<file path="config.mk">
export PLATFORM = sky130hd
export DESIGN_NAME = lane_insert_load
export DESIGN_NICKNAME = d
export VERILOG_FILES = /design/src/rtl/lane_ins_pkg.sv /design/src/rtl/lane_ins_ctrl.sv /design/src/rtl/lane_ins_dpath.sv /design/src/rtl/lane_insert_load.sv
export SDC_FILE = /design/constraint.sdc
export NUM_CORES = 1
export LEC_CHECK = 0
export CORE_AREA = 10 10 179 114
export DETAILED_ROUTE_END_ITERATION = 8
export DIE_AREA = 0 0 189 124
export PLACE_DENSITY = 0.72
export RECOVER_POWER = 100
export REMOVE_ABC_BUFFERS = 1
export SYNTH_ARGS = -nofsm -noshare
export SYNTH_HDL_FRONTEND = slang
export SYNTH_SLANG_ARGS = --single-unit
</file>
<file path="constraint.sdc">
create_clock -name clk -period 5.3 [get_ports clk]
set_input_delay 0.53 -clock clk [delete_from_list [all_inputs] [get_ports clk]]
set_output_delay 0.53 -clock clk [all_outputs]
set_load 0.01 [all_outputs]
</file>
<file path="src/rtl/lane_ins_pkg.sv">
package lane_ins_pkg;
  typedef enum logic [1:0] {
    ST_IDLE  = 2'd0,
    ST_WAIT  = 2'd1,
    ST_WRITE = 2'd2
  } lane_ins_state_e;

  typedef struct packed {
    logic loadOps;
    logic loadResult;
  } lane_ins_strobe_t;
endpackage

</file>
<file path="src/rtl/lane_ins_ctrl.sv">
module lane_ins_ctrl
  import lane_ins_pkg::*;
(
  input  logic             clk,
  input  logic             rstN,
  input  logic             startValid,
  input  logic             rdValid,
  output lane_ins_strobe_t strobe,
  output logic             busy,
  output logic             rdReq,
  output logic             wbValid
);
  lane_ins_state_e stateQ, stateD;

  always_comb begin
    stateD = stateQ;
    strobe = '0;
    unique case (stateQ)
      ST_IDLE: if (startValid) begin
        strobe.loadOps = 1'b1;
        stateD = ST_WAIT;
      end
      ST_WAIT: if (rdValid) begin
        strobe.loadResult = 1'b1;
        stateD = ST_WRITE;
      end
      ST_WRITE: stateD = ST_IDLE;
      default: stateD = ST_IDLE;
    endcase
  end

  always_ff @(posedge clk) begin
    if (!rstN) stateQ <= ST_IDLE;
    else       stateQ <= stateD;
  end

  assign busy    = (stateQ != ST_IDLE);
  assign rdReq   = (stateQ == ST_WAIT);
  assign wbValid = (stateQ == ST_WRITE);

  // writeback is a single-cycle pulse
  a_r8_wb_single: assert property (@(posedge clk) disable iff (!rstN)
    wbValid |=> !wbValid);
  // an accepted start raises busy and the request next cycle
  a_r9_busy_on_start: assert property (@(posedge clk) disable iff (!rstN)
    (startValid && !busy) |=> (busy && rdReq));
  // request and writeback never overlap
  a_r7_req_excl: assert property (@(posedge clk) disable iff (!rstN)
    !(rdReq && wbValid));
endmodule

</file>
<file path="src/rtl/lane_ins_dpath.sv">
module lane_ins_dpath
  import lane_ins_pkg::*;
#(
  parameter int ADDR_W = 32,
  parameter int REG_W  = 32,
  parameter int DISP_W = 12
) (
  input  logic             clk,
  input  logic             rstN,
  input  lane_ins_strobe_t strobe,
  input  logic [ADDR_W-1:0] baseAddr,
  input  logic [DISP_W-1:0] dispRaw,
  input  logic [1:0]        laneSel,
  input  logic              isHalf,
  input  logic [REG_W-1:0]  destOld,
  input  logic [15:0]       rdData,
  output logic [ADDR_W-1:0] rdAddr,
  output logic              rdHalf,
  output logic [REG_W-1:0]  wbData
);
  localparam int BYTE_W   = 8;
  localparam int HALF_W   = 16;
  localparam int BYTE_OFF = DISP_W - 1;
  localparam int HEXT_W   = ADDR_W - DISP_W - 1;

  logic [1:0]        laneQ;
  logic [REG_W-1:0]  oldQ;
  logic [ADDR_W-1:0] addrNext;
  logic [REG_W-1:0]  laneMask, laneData, merged;
  logic [4:0]        shiftAmt;

  // Address: unscaled zero-extended for bytes, doubled signed for halves
  always_comb begin
    if (isHalf)
      addrNext = baseAddr + {{HEXT_W{dispRaw[DISP_W-1]}}, dispRaw, 1'b0};
    else
      addrNext = baseAddr + ADDR_W'(dispRaw[BYTE_OFF-1:0]);
  end

  // Lane merge: clear target lane, OR in shifted load data
  always_comb begin
    if (rdHalf) begin
      shiftAmt = {laneQ[0], 4'b0000};
      laneMask = REG_W'({HALF_W{1'b1}}) << shiftAmt;
      laneData = REG_W'(rdData[HALF_W-1:0]) << shiftAmt;
    end else begin
      shiftAmt = {laneQ, 3'b000};
      laneMask = REG_W'({BYTE_W{1'b1}}) << shiftAmt;
      laneData = REG_W'(rdData[BYTE_W-1:0]) << shiftAmt;
    end
    merged = (oldQ & ~laneMask) | laneData;
  end

  always_ff @(posedge clk) begin
    if (!rstN) begin
      rdAddr <= '0;
      rdHalf <= 1'b0;
      laneQ  <= '0;
      oldQ   <= '0;
      wbData <= '0;
    end else begin
      if (strobe.loadOps) begin
        rdAddr <= addrNext;
        rdHalf <= isHalf;
        laneQ  <= laneSel;
        oldQ   <= destOld;
      end
      if (strobe.loadResult) wbData <= merged;
    end
  end

  // operands cannot be loaded in the same cycle as the result
  a_r7_strobe_excl: assert property (@(posedge clk) disable iff (!rstN)
    !(strobe.loadOps && strobe.loadResult));
endmodule

</file>
<file path="src/rtl/lane_insert_load.sv">
module lane_insert_load
  import lane_ins_pkg::*;
#(
  parameter int ADDR_W = 32,
  parameter int REG_W  = 32,
  parameter int DISP_W = 12
) (
  input  logic              clk,
  input  logic              rstN,
  input  logic              startValid,
  input  logic [ADDR_W-1:0] baseAddr,
  input  logic [DISP_W-1:0] dispRaw,
  input  logic [1:0]        laneSel,
  input  logic              isHalf,
  input  logic [REG_W-1:0]  destOld,
  output logic              busy,
  output logic              rdReq,
  output logic [ADDR_W-1:0] rdAddr,
  output logic              rdHalf,
  input  logic              rdValid,
  input  logic [15:0]       rdData,
  output logic              wbValid,
  output logic [REG_W-1:0]  wbData
);
  lane_ins_strobe_t strobe;

  lane_ins_ctrl u_ctrl (
    .clk(clk), .rstN(rstN), .startValid(startValid), .rdValid(rdValid),
    .strobe(strobe), .busy(busy), .rdReq(rdReq), .wbValid(wbValid)
  );

  lane_ins_dpath #(.ADDR_W(ADDR_W), .REG_W(REG_W), .DISP_W(DISP_W)) u_dpath (
    .clk(clk), .rstN(rstN), .strobe(strobe), .baseAddr(baseAddr),
    .dispRaw(dispRaw), .laneSel(laneSel), .isHalf(isHalf), .destOld(destOld),
    .rdData(rdData), .rdAddr(rdAddr), .rdHalf(rdHalf), .wbData(wbData)
  );

  // address and size held while waiting for data
  a_r7_addr_hold: assert property (@(posedge clk) disable iff (!rstN)
    (rdReq && !rdValid) |=> (rdReq && $stable(rdAddr) && $stable(rdHalf)));
  // data acceptance is followed by writeback
  a_r8_wb_after_data: assert property (@(posedge clk) disable iff (!rstN)
    (rdReq && rdValid) |=> (wbValid && !rdReq));
  // writeback returns to idle
  a_r9_idle_after_wb: assert property (@(posedge clk) disable iff (!rstN)
    wbValid |=> !busy);
endmodule

</file>
==> impl_results.md, run 1 <==
- Outcome: finished with violations
- Violated checks: capacitance limit, slew limit
- First-pass GRT wire length: 37600 um
- TNS Setup: 0 ns
- CTS Buf Count: 9
- NetSw: 778 uW
- Rows: 37
- Initial antenna violation count: 0
- Synth Register Bits: 101
- Postcts setup bufs: 0
- Max_cap viols: 1
- Slowest CP cell: a2111oi_0
- DR vias: 6974
- Htree depth: 3
- Clk_skew: 0.0110 ns
- Dpl cell area: 8570 um^2
- Worst path buffer plus inverter count: 2
- Avg Inst Size Synth: 7.74 um^2
- Clk slew on worst S/H paths: 0.09 ns
- Synth cell types: 72
- GR Util met1: 0.302
- Largest delay share family, worst path: compound AO/OA/AOI/OAI gates
- Gpl congestion: 0.925
- Final setup viols: 0
- Worst Max-Slew Pin Slew: 2.01 ns
- Slowest stage delay, CP: 0.92 ns
- Total Routing Usage GR: 0.199
- RSZ-0062 raised after global routing: no
- DR iter-0 viols: 734
- Critical path arrival: 4.57 ns
- CTS tree: done
- Remaining DRCs: 0
- Most common cell after layout, fill and taps aside: nand2_1
- Synth warn: 0
- Max-slew violations: 45
- Grt total ovfl: 0
- Fraction of registers with async set/reset: 0
- Combinational share of power: 0.308
- Worst-Skew Late Latency: 0.36 ns
- Post-synthesis sequential area ratio: 0.302
- Sequential power share: 0.377
- Die area: 23400 um^2
- P&R area growth vs syn: 31.7%
- R2R Path Start: u_ctrl.stateQ[1]$_SDFFE_PN0P_
- Cell Area, Synth: 6700 um^2
- Mapped Cells: 866
- Worst setup path class: input pin to register
- Die W: 189 um
- Routed Antenna Nets: 0
- Layout cells sized above 1: 0.0335
- Slew HR: -0.343
- Wirelength per Cell: 19.2 um
- # hold bufs at CTS: 0
- Critical Path Start Type: input pin
- M2 GR Usage: 0.274
- Most frequent cells in the layout: nand2_1 (150), a21oi_1 (110), dfxtp_1 (101)
- Switching Fraction: 0.348
- Reg2reg path depth: 7
- Clk root buf: clkbuf_16
- Die Y: 124 um
- Hold Slack: 0.449 ns
- First drt pass iteration count: 5
- Crit path cell chain: dlygate4sd3_1, ha_1, inv_1, fa_1, nor2b_1, o31a_1, o41ai_1, o2111ai_4, a2111oi_0, o31ai_2, a211o_1, o311ai_0
- Worst path required time: 5.55 ns
- Post-Layout Inst Area: 8830 um^2
- Critical Path End Type: register
- GRT Max-Usage Layer: met1
- Vias in the first global route: 6469
- Static Leak: 3.65 nW
- Main synth FF type: dfxtp_1
- Hold Violations, Final: 0
- Ports: 167
- Fmax: 0.231 GHz
- FF-to-FF End: u_dpath.rdAddr[31]$_SDFFE_PN0P_
- Final nets: 1152
- Initial Util: 0.395
- WHS Path Cells: 2
- PortBufs: 166
- VDD IR max: 0.161 mV
- Reg2Reg Setup Slack: 2.90 ns
- DP Wirelength: 18300 um
- Clk pwr share: 0.315
- Hold WC Path Type: register to register
- Final min period: 4.33 ns
- P_int: 1.46 mW
- Clock Path Buffers: 2
- CP Max Fanout: 4
- Routed vias/inst: 5.58
- Pin count of the biggest net entering global routing: 49
- Post-synth EDFFs: 0
- # resized after CTS: 0
- Clock sink count: 101
- Met3 usage: 0.0461
- Tcrit/Tclk final: 0.816
- Worst Hold Endpoint: u_dpath.rdAddr[16]$_SDFFE_PN0P_
- Placeable Area: 17000 um^2
- Final wirelength: 24000 um
- Hold Crit Start: u_dpath.rdAddr[16]$_SDFFE_PN0P_
- PwrDens: 253 nW/um^2
flip-flops by register name (all words and copies together), names as in the netlist:
signal	cells
u_dpath.rdHalf	1
u_ctrl.stateQ	2
u_dpath.wbData	32
u_dpath.oldQ	32
u_dpath.laneQ	2
u_dpath.rdAddr	32
area by class of cell:
type | count | area, um^2
timing repair buffer | 174 | 1720
tap | 234 | 293
antenna | 1 | 2.50
clock buffer | 9 | 225
multi-input combinational | 706 | 4420
inverter | 18 | 67.6
sequential | 101 | 2020
clock inverter | 7 | 81.3
fill | 1680 | 8160
metal layers:
layer	wire, um	part of all wire
met5	0	0
met4	305	0.013
met3	1990	0.083
met1	12000	0.50
met2	9660	0.40
power by group through the flow:
stage          Sequential [mW]  Clock (mW)  Combinational [mW]
6_report                 0.843       0.705               0.690
5_1_grt                  0.851       0.747               0.759
4_1_cts                  0.845       0.713               0.709
3_5_place_dp             0.862           0               0.703
3_3_place_gp             0.861           0               0.698
2_1_floorplan            0.877           0               0.382
worst max-delay path by stage:
stage	start	end	slack, ns	cells after the start
global route	baseAddr[1]	u_dpath.rdAddr[31]$_SDFFE_PN0P_	0.74	12
CTS	dispRaw[11]	u_dpath.rdAddr[31]$_SDFFE_PN0P_	1.72	10
floorplan	baseAddr[1]	u_dpath.rdAddr[31]$_SDFFE_PN0P_	2.47	11
finish	baseAddr[1]	u_dpath.rdAddr[31]$_SDFFE_PN0P_	0.97	12
detailed placement	dispRaw[11]	u_dpath.rdAddr[31]$_SDFFE_PN0P_	1.37	10
global placement	dispRaw[11]	u_dpath.rdAddr[31]$_SDFFE_PN0P_	1.41	10
cell families after synthesis:
group | count (synthesis) | synth area share
simple gates | 299 | 0.200
compound gates | 296 | 0.290
flops | 101 | 0.302
buf+inv | 59 | 0.0332
xor+xnor | 47 | 0.0614
fa+ha+maj | 43 | 0.0825
mux | 21 | 0.0314
metrics by stage:
step,total power [mW],worst slack [ns],utilization,cells
floorplan,1.26,2.47,-,825
global placement,1.56,1.41,0.504,1233
detailed placement,1.57,1.37,0.504,1233
CTS,2.27,1.72,0.522,1249
global route,2.36,0.739,0.519,1249
finish,2.24,0.974,0.519,1250
worst min-delay path: cells and delay by family (launching register included):
family / cells / cell delay (ns)
flip-flops: 1 / 0.32
AND/OR/NAND/NOR: 2 / 0.09
Yosys cell counts, types with 10 or more instances:
library cell    n  area (um^2)
nand4_1        10         62.6
a21oi_1       110          551
xnor2_1        24          210
mux2i_1        21          210
a21o_1         18          135
clkbuf_1       37          139
nor2_1         62          233
nand2_1       151          567
a211oi_1       27          203
xor2_1         23          201
and3_1         12         75.1
dfxtp_1       101         2020
o21ai_0        48          240
inv_1          18         67.6
nand3_1        20          100
ha_1           41          513
a221oi_1       17          149
Power figures use the tool's default switching activity.
==> inputs of run 2 (changes only) <==
==> constraint.sdc (replaced) <==
create_clock -name clk -period 4 [get_ports clk]
set_input_delay 0.4 -clock clk [delete_from_list [all_inputs] [get_ports clk]]
set_output_delay 0.4 -clock clk [all_outputs]
set_load 0.01 [all_outputs]
==> impl_results.md, run 2 (synthesis results as in run 1) <==
- FF-to-FF End: u_dpath.rdAddr[31]$_SDFFE_PN0P_ (unchanged)
- TNS Setup: 0 ns (unchanged)
- Violated checks: capacitance limit, slew limit (unchanged)
- Die Y: 124 um (unchanged)
- Clk pwr share: 0.310 (was 0.315)
- Htree depth: 3 (unchanged)
- # hold bufs at CTS: 0 (unchanged)
- Die W: 189 um (unchanged)
- Place WS: 0.531 ns (was 1.37 ns)
- Clk slew on worst S/H paths: 0.08 ns (was 0.09 ns)
- Final setup viols: 0 (unchanged)
- Slew HR: -0.846 (was -0.343)
- First drt pass iteration count: 5 (unchanged)
- Layout cells sized above 1: 0.0363 (was 0.0335)
- Max-slew violations: 58 (was 45)
- Gpl congestion: 0.983 (was 0.925)
- Clk_skew: 0.0110 ns (about the same)
- CTS tree: done (unchanged)
- Critical Path Start Type: input pin (unchanged)
- Sequential power share: 0.375 (was 0.377)
- Most frequent cells in the layout: nand2_1 (151), a21oi_1 (110), dfxtp_1 (101) (was nand2_1 (150), a21oi_1 (110), dfxtp_1 (101))
- Hold Slack: 0.441 ns (was 0.449 ns)
- Fin worst setup slack: 0.551 ns (was 0.974 ns)
- Total Routing Usage GR: 0.203 (was 0.199)
- Vias in the first global route: 6481 (was 6469)
- DR vias: 7133 (was 6974)
- Final wirelength: 24600 um (was 24000 um)
- Hold WC Path Type: register to register (unchanged)
- Routed vias/inst: 5.69 (was 5.58)
- NetSw: 1.04 mW (was 778 uW)
- Most common cell after layout, fill and taps aside: nand2_1 (unchanged)
- Ports: 167 (unchanged)
- P&R area growth vs syn: 32.6% (was 31.7%)
- PortBufs: 166 (unchanged)
- Clock Path Buffers: 2 (unchanged)
- GRT Max-Usage Layer: met1 (unchanged)
- DP Wirelength: 18800 um (was 18300 um)
- RSZ-0062 raised after global routing: no (unchanged)
- PwrDens: 335 nW/um^2 (was 253 nW/um^2)
- Met3 usage: 0.0483 (was 0.0461)
- CP Max Fanout: 57 (was 4)
- Tcrit/Tclk final: 0.862
- P_int: 1.94 mW (was 1.46 mW)
- Hold Violations, Final: 0 (unchanged)
- Biggest regs: u_dpath.oldQ (32), u_dpath.rdAddr (32), u_dpath.wbData (32) (unchanged)
- CP Capture Point: u_dpath.rdAddr[31]$_SDFFE_PN0P_ (unchanged)
- Reg2reg path depth: 6 (was 7)
- Clk root buf: clkbuf_16 (unchanged)
- Worst Setup SP: rstN (was baseAddr[1])
- Static Leak: 3.67 nW (was 3.65 nW)
- Wirelength per Cell: 19.7 um (was 19.2 um)
- Initial Util: 0.395 (unchanged)
- Postcts setup bufs: 0 (unchanged)
- Worst Max-Slew Pin Slew: 2.77 ns (was 2.01 ns)
- Worst setup path class: input pin to register (unchanged)
- Clock sink count: 101 (unchanged)
- Fmax: 0.290 GHz
- Critical path arrival: 3.66 ns (was 4.57 ns)
- Switching Fraction: 0.348 (about the same)
- Reg2Reg Setup Slack: 0.94 ns (was 2.90 ns)
- Initial antenna violation count: 1 (was 0)
- R2R Path Start: u_ctrl.stateQ[1]$_SDFFE_PN0P_ (unchanged)
- Worst-Skew Late Latency: 0.36 ns (about the same)
- Pin count of the biggest net entering global routing: 58 (was 49)
- Outcome: finished with violations (unchanged)
- M2 GR Usage: 0.280 (was 0.274)
- Combinational share of power: 0.314 (was 0.308)
- Remaining DRCs: 0 (unchanged)
- Final min period: 3.45 ns
- Grt total ovfl: 0 (unchanged)
- First-pass GRT wire length: 37800 um (was 37600 um)
- Critical Path End Type: register (unchanged)
- Max_cap viols: 1 (unchanged)
- Hold Crit Start: u_dpath.rdAddr[16]$_SDFFE_PN0P_ (unchanged)
- GR Util met1: 0.309 (was 0.302)
- # resized after CTS: 0 (unchanged)
- Placeable Area: 17000 um^2 (unchanged)
- Die area: 23400 um^2 (unchanged)
- DR iter-0 viols: 655 (was 734)
- Routed Antenna Nets: 0 (unchanged)
- Worst path required time: 4.21 ns (was 5.55 ns)
- CTS Buf Count: 9 (unchanged)
- Final nets: 1156 (was 1152)
- Rows: 37 (unchanged)
- VDD IR max: 0.225 mV (was 0.161 mV)
==> run 2: changes by cell type in the layout (fill, tap and decap cells not counted), sizes merged <==
cell,before,now
clkbuf,10,13
buf,7,8
dlygate4sd3,73,72
clkdlybuf4s50,93,94
==> run 2: worst min path at each step <==
stage | end | slack, ns | cells after the start
floorplan | u_dpath.wbData[10]$_SDFFE_PN0P_ | 0.43 | 2
global placement | u_dpath.rdAddr[16]$_SDFFE_PN0P_ | 0.44 | 2
detailed placement | u_dpath.rdAddr[16]$_SDFFE_PN0P_ | 0.43 | 2
CTS | u_dpath.rdAddr[16]$_SDFFE_PN0P_ | 0.45 | 2
global route | u_dpath.rdAddr[16]$_SDFFE_PN0P_ | 0.47 | 2
finish | u_dpath.rdAddr[16]$_SDFFE_PN0P_ | 0.44 | 2
==> run 2: area by class of cell <==
class                   instances  area (um^2)
inverters                      18         67.6
clock inverters                 7         81.3
flip-flops and latches        101         2020
well taps                     234          293
diodes                          1         2.50
clock buffers                   9          225
multi-input cells             706         4460
repair buffers                178         1740
fillers                      1668         8100
==> run 2: layer usage <==
| layer | up-vias | wire (um) |
|---|---|---|
| met5 | - | 0 |
| li1 | 3466 | - |
| met2 | 262 | 10000 |
| met1 | 3394 | 12500 |
| met3 | 11 | 1940 |
| met4 | 0 | 184 |
==> run 2: per-stage QoR <==
| step | total power, mW | utilization | instances | area [um^2] |
|---|---|---|---|---|
| after CTS | 3.01 | 0.524 | 1253 | 8900 |
| after floorplan | 1.67 | - | 825 | 6550 |
| after global routing | 3.13 | 0.523 | 1254 | 8890 |
| after global placement | 2.08 | 0.506 | 1237 | 8600 |
| after detailed placement | 2.08 | 0.506 | 1237 | 8600 |
| final | 2.98 | 0.523 | 1254 | 8890 |
==> run 2: power groups by stage <==
| stage | combinational [mW] | clock [mW] | sequential (mW) |
|---|---|---|---|
| 2_1_floorplan | 0.506 | 0 | 1.16 |
| 3_3_place_gp | 0.941 | 0 | 1.14 |
| 3_5_place_dp | 0.942 | 0 | 1.14 |
| 4_1_cts | 0.948 | 0.946 | 1.12 |
| 5_1_grt | 1.02 | 0.981 | 1.13 |
| 6_report | 0.937 | 0.924 | 1.12 |
==> run 2: critical path: stages <==
cell and delay, ns:
clkdlybuf4s50_1 0.42, inv_1 0.41, clkbuf_1 2.02, a31o_2 0.26
o311ai_0 0.13
==> inputs of run 3 (changes only) <==
--- a/config.mk
+++ b/config.mk
@@ -14,3 +14,4 @@
 export SYNTH_ARGS = -nofsm -noshare
 export SYNTH_HDL_FRONTEND = slang
 export SYNTH_SLANG_ARGS = --single-unit
+export TNS_END_PERCENT = 1
==> results of run 3 <==
Same layout as run 2: the final DEF is identical, and so are final timing and power.
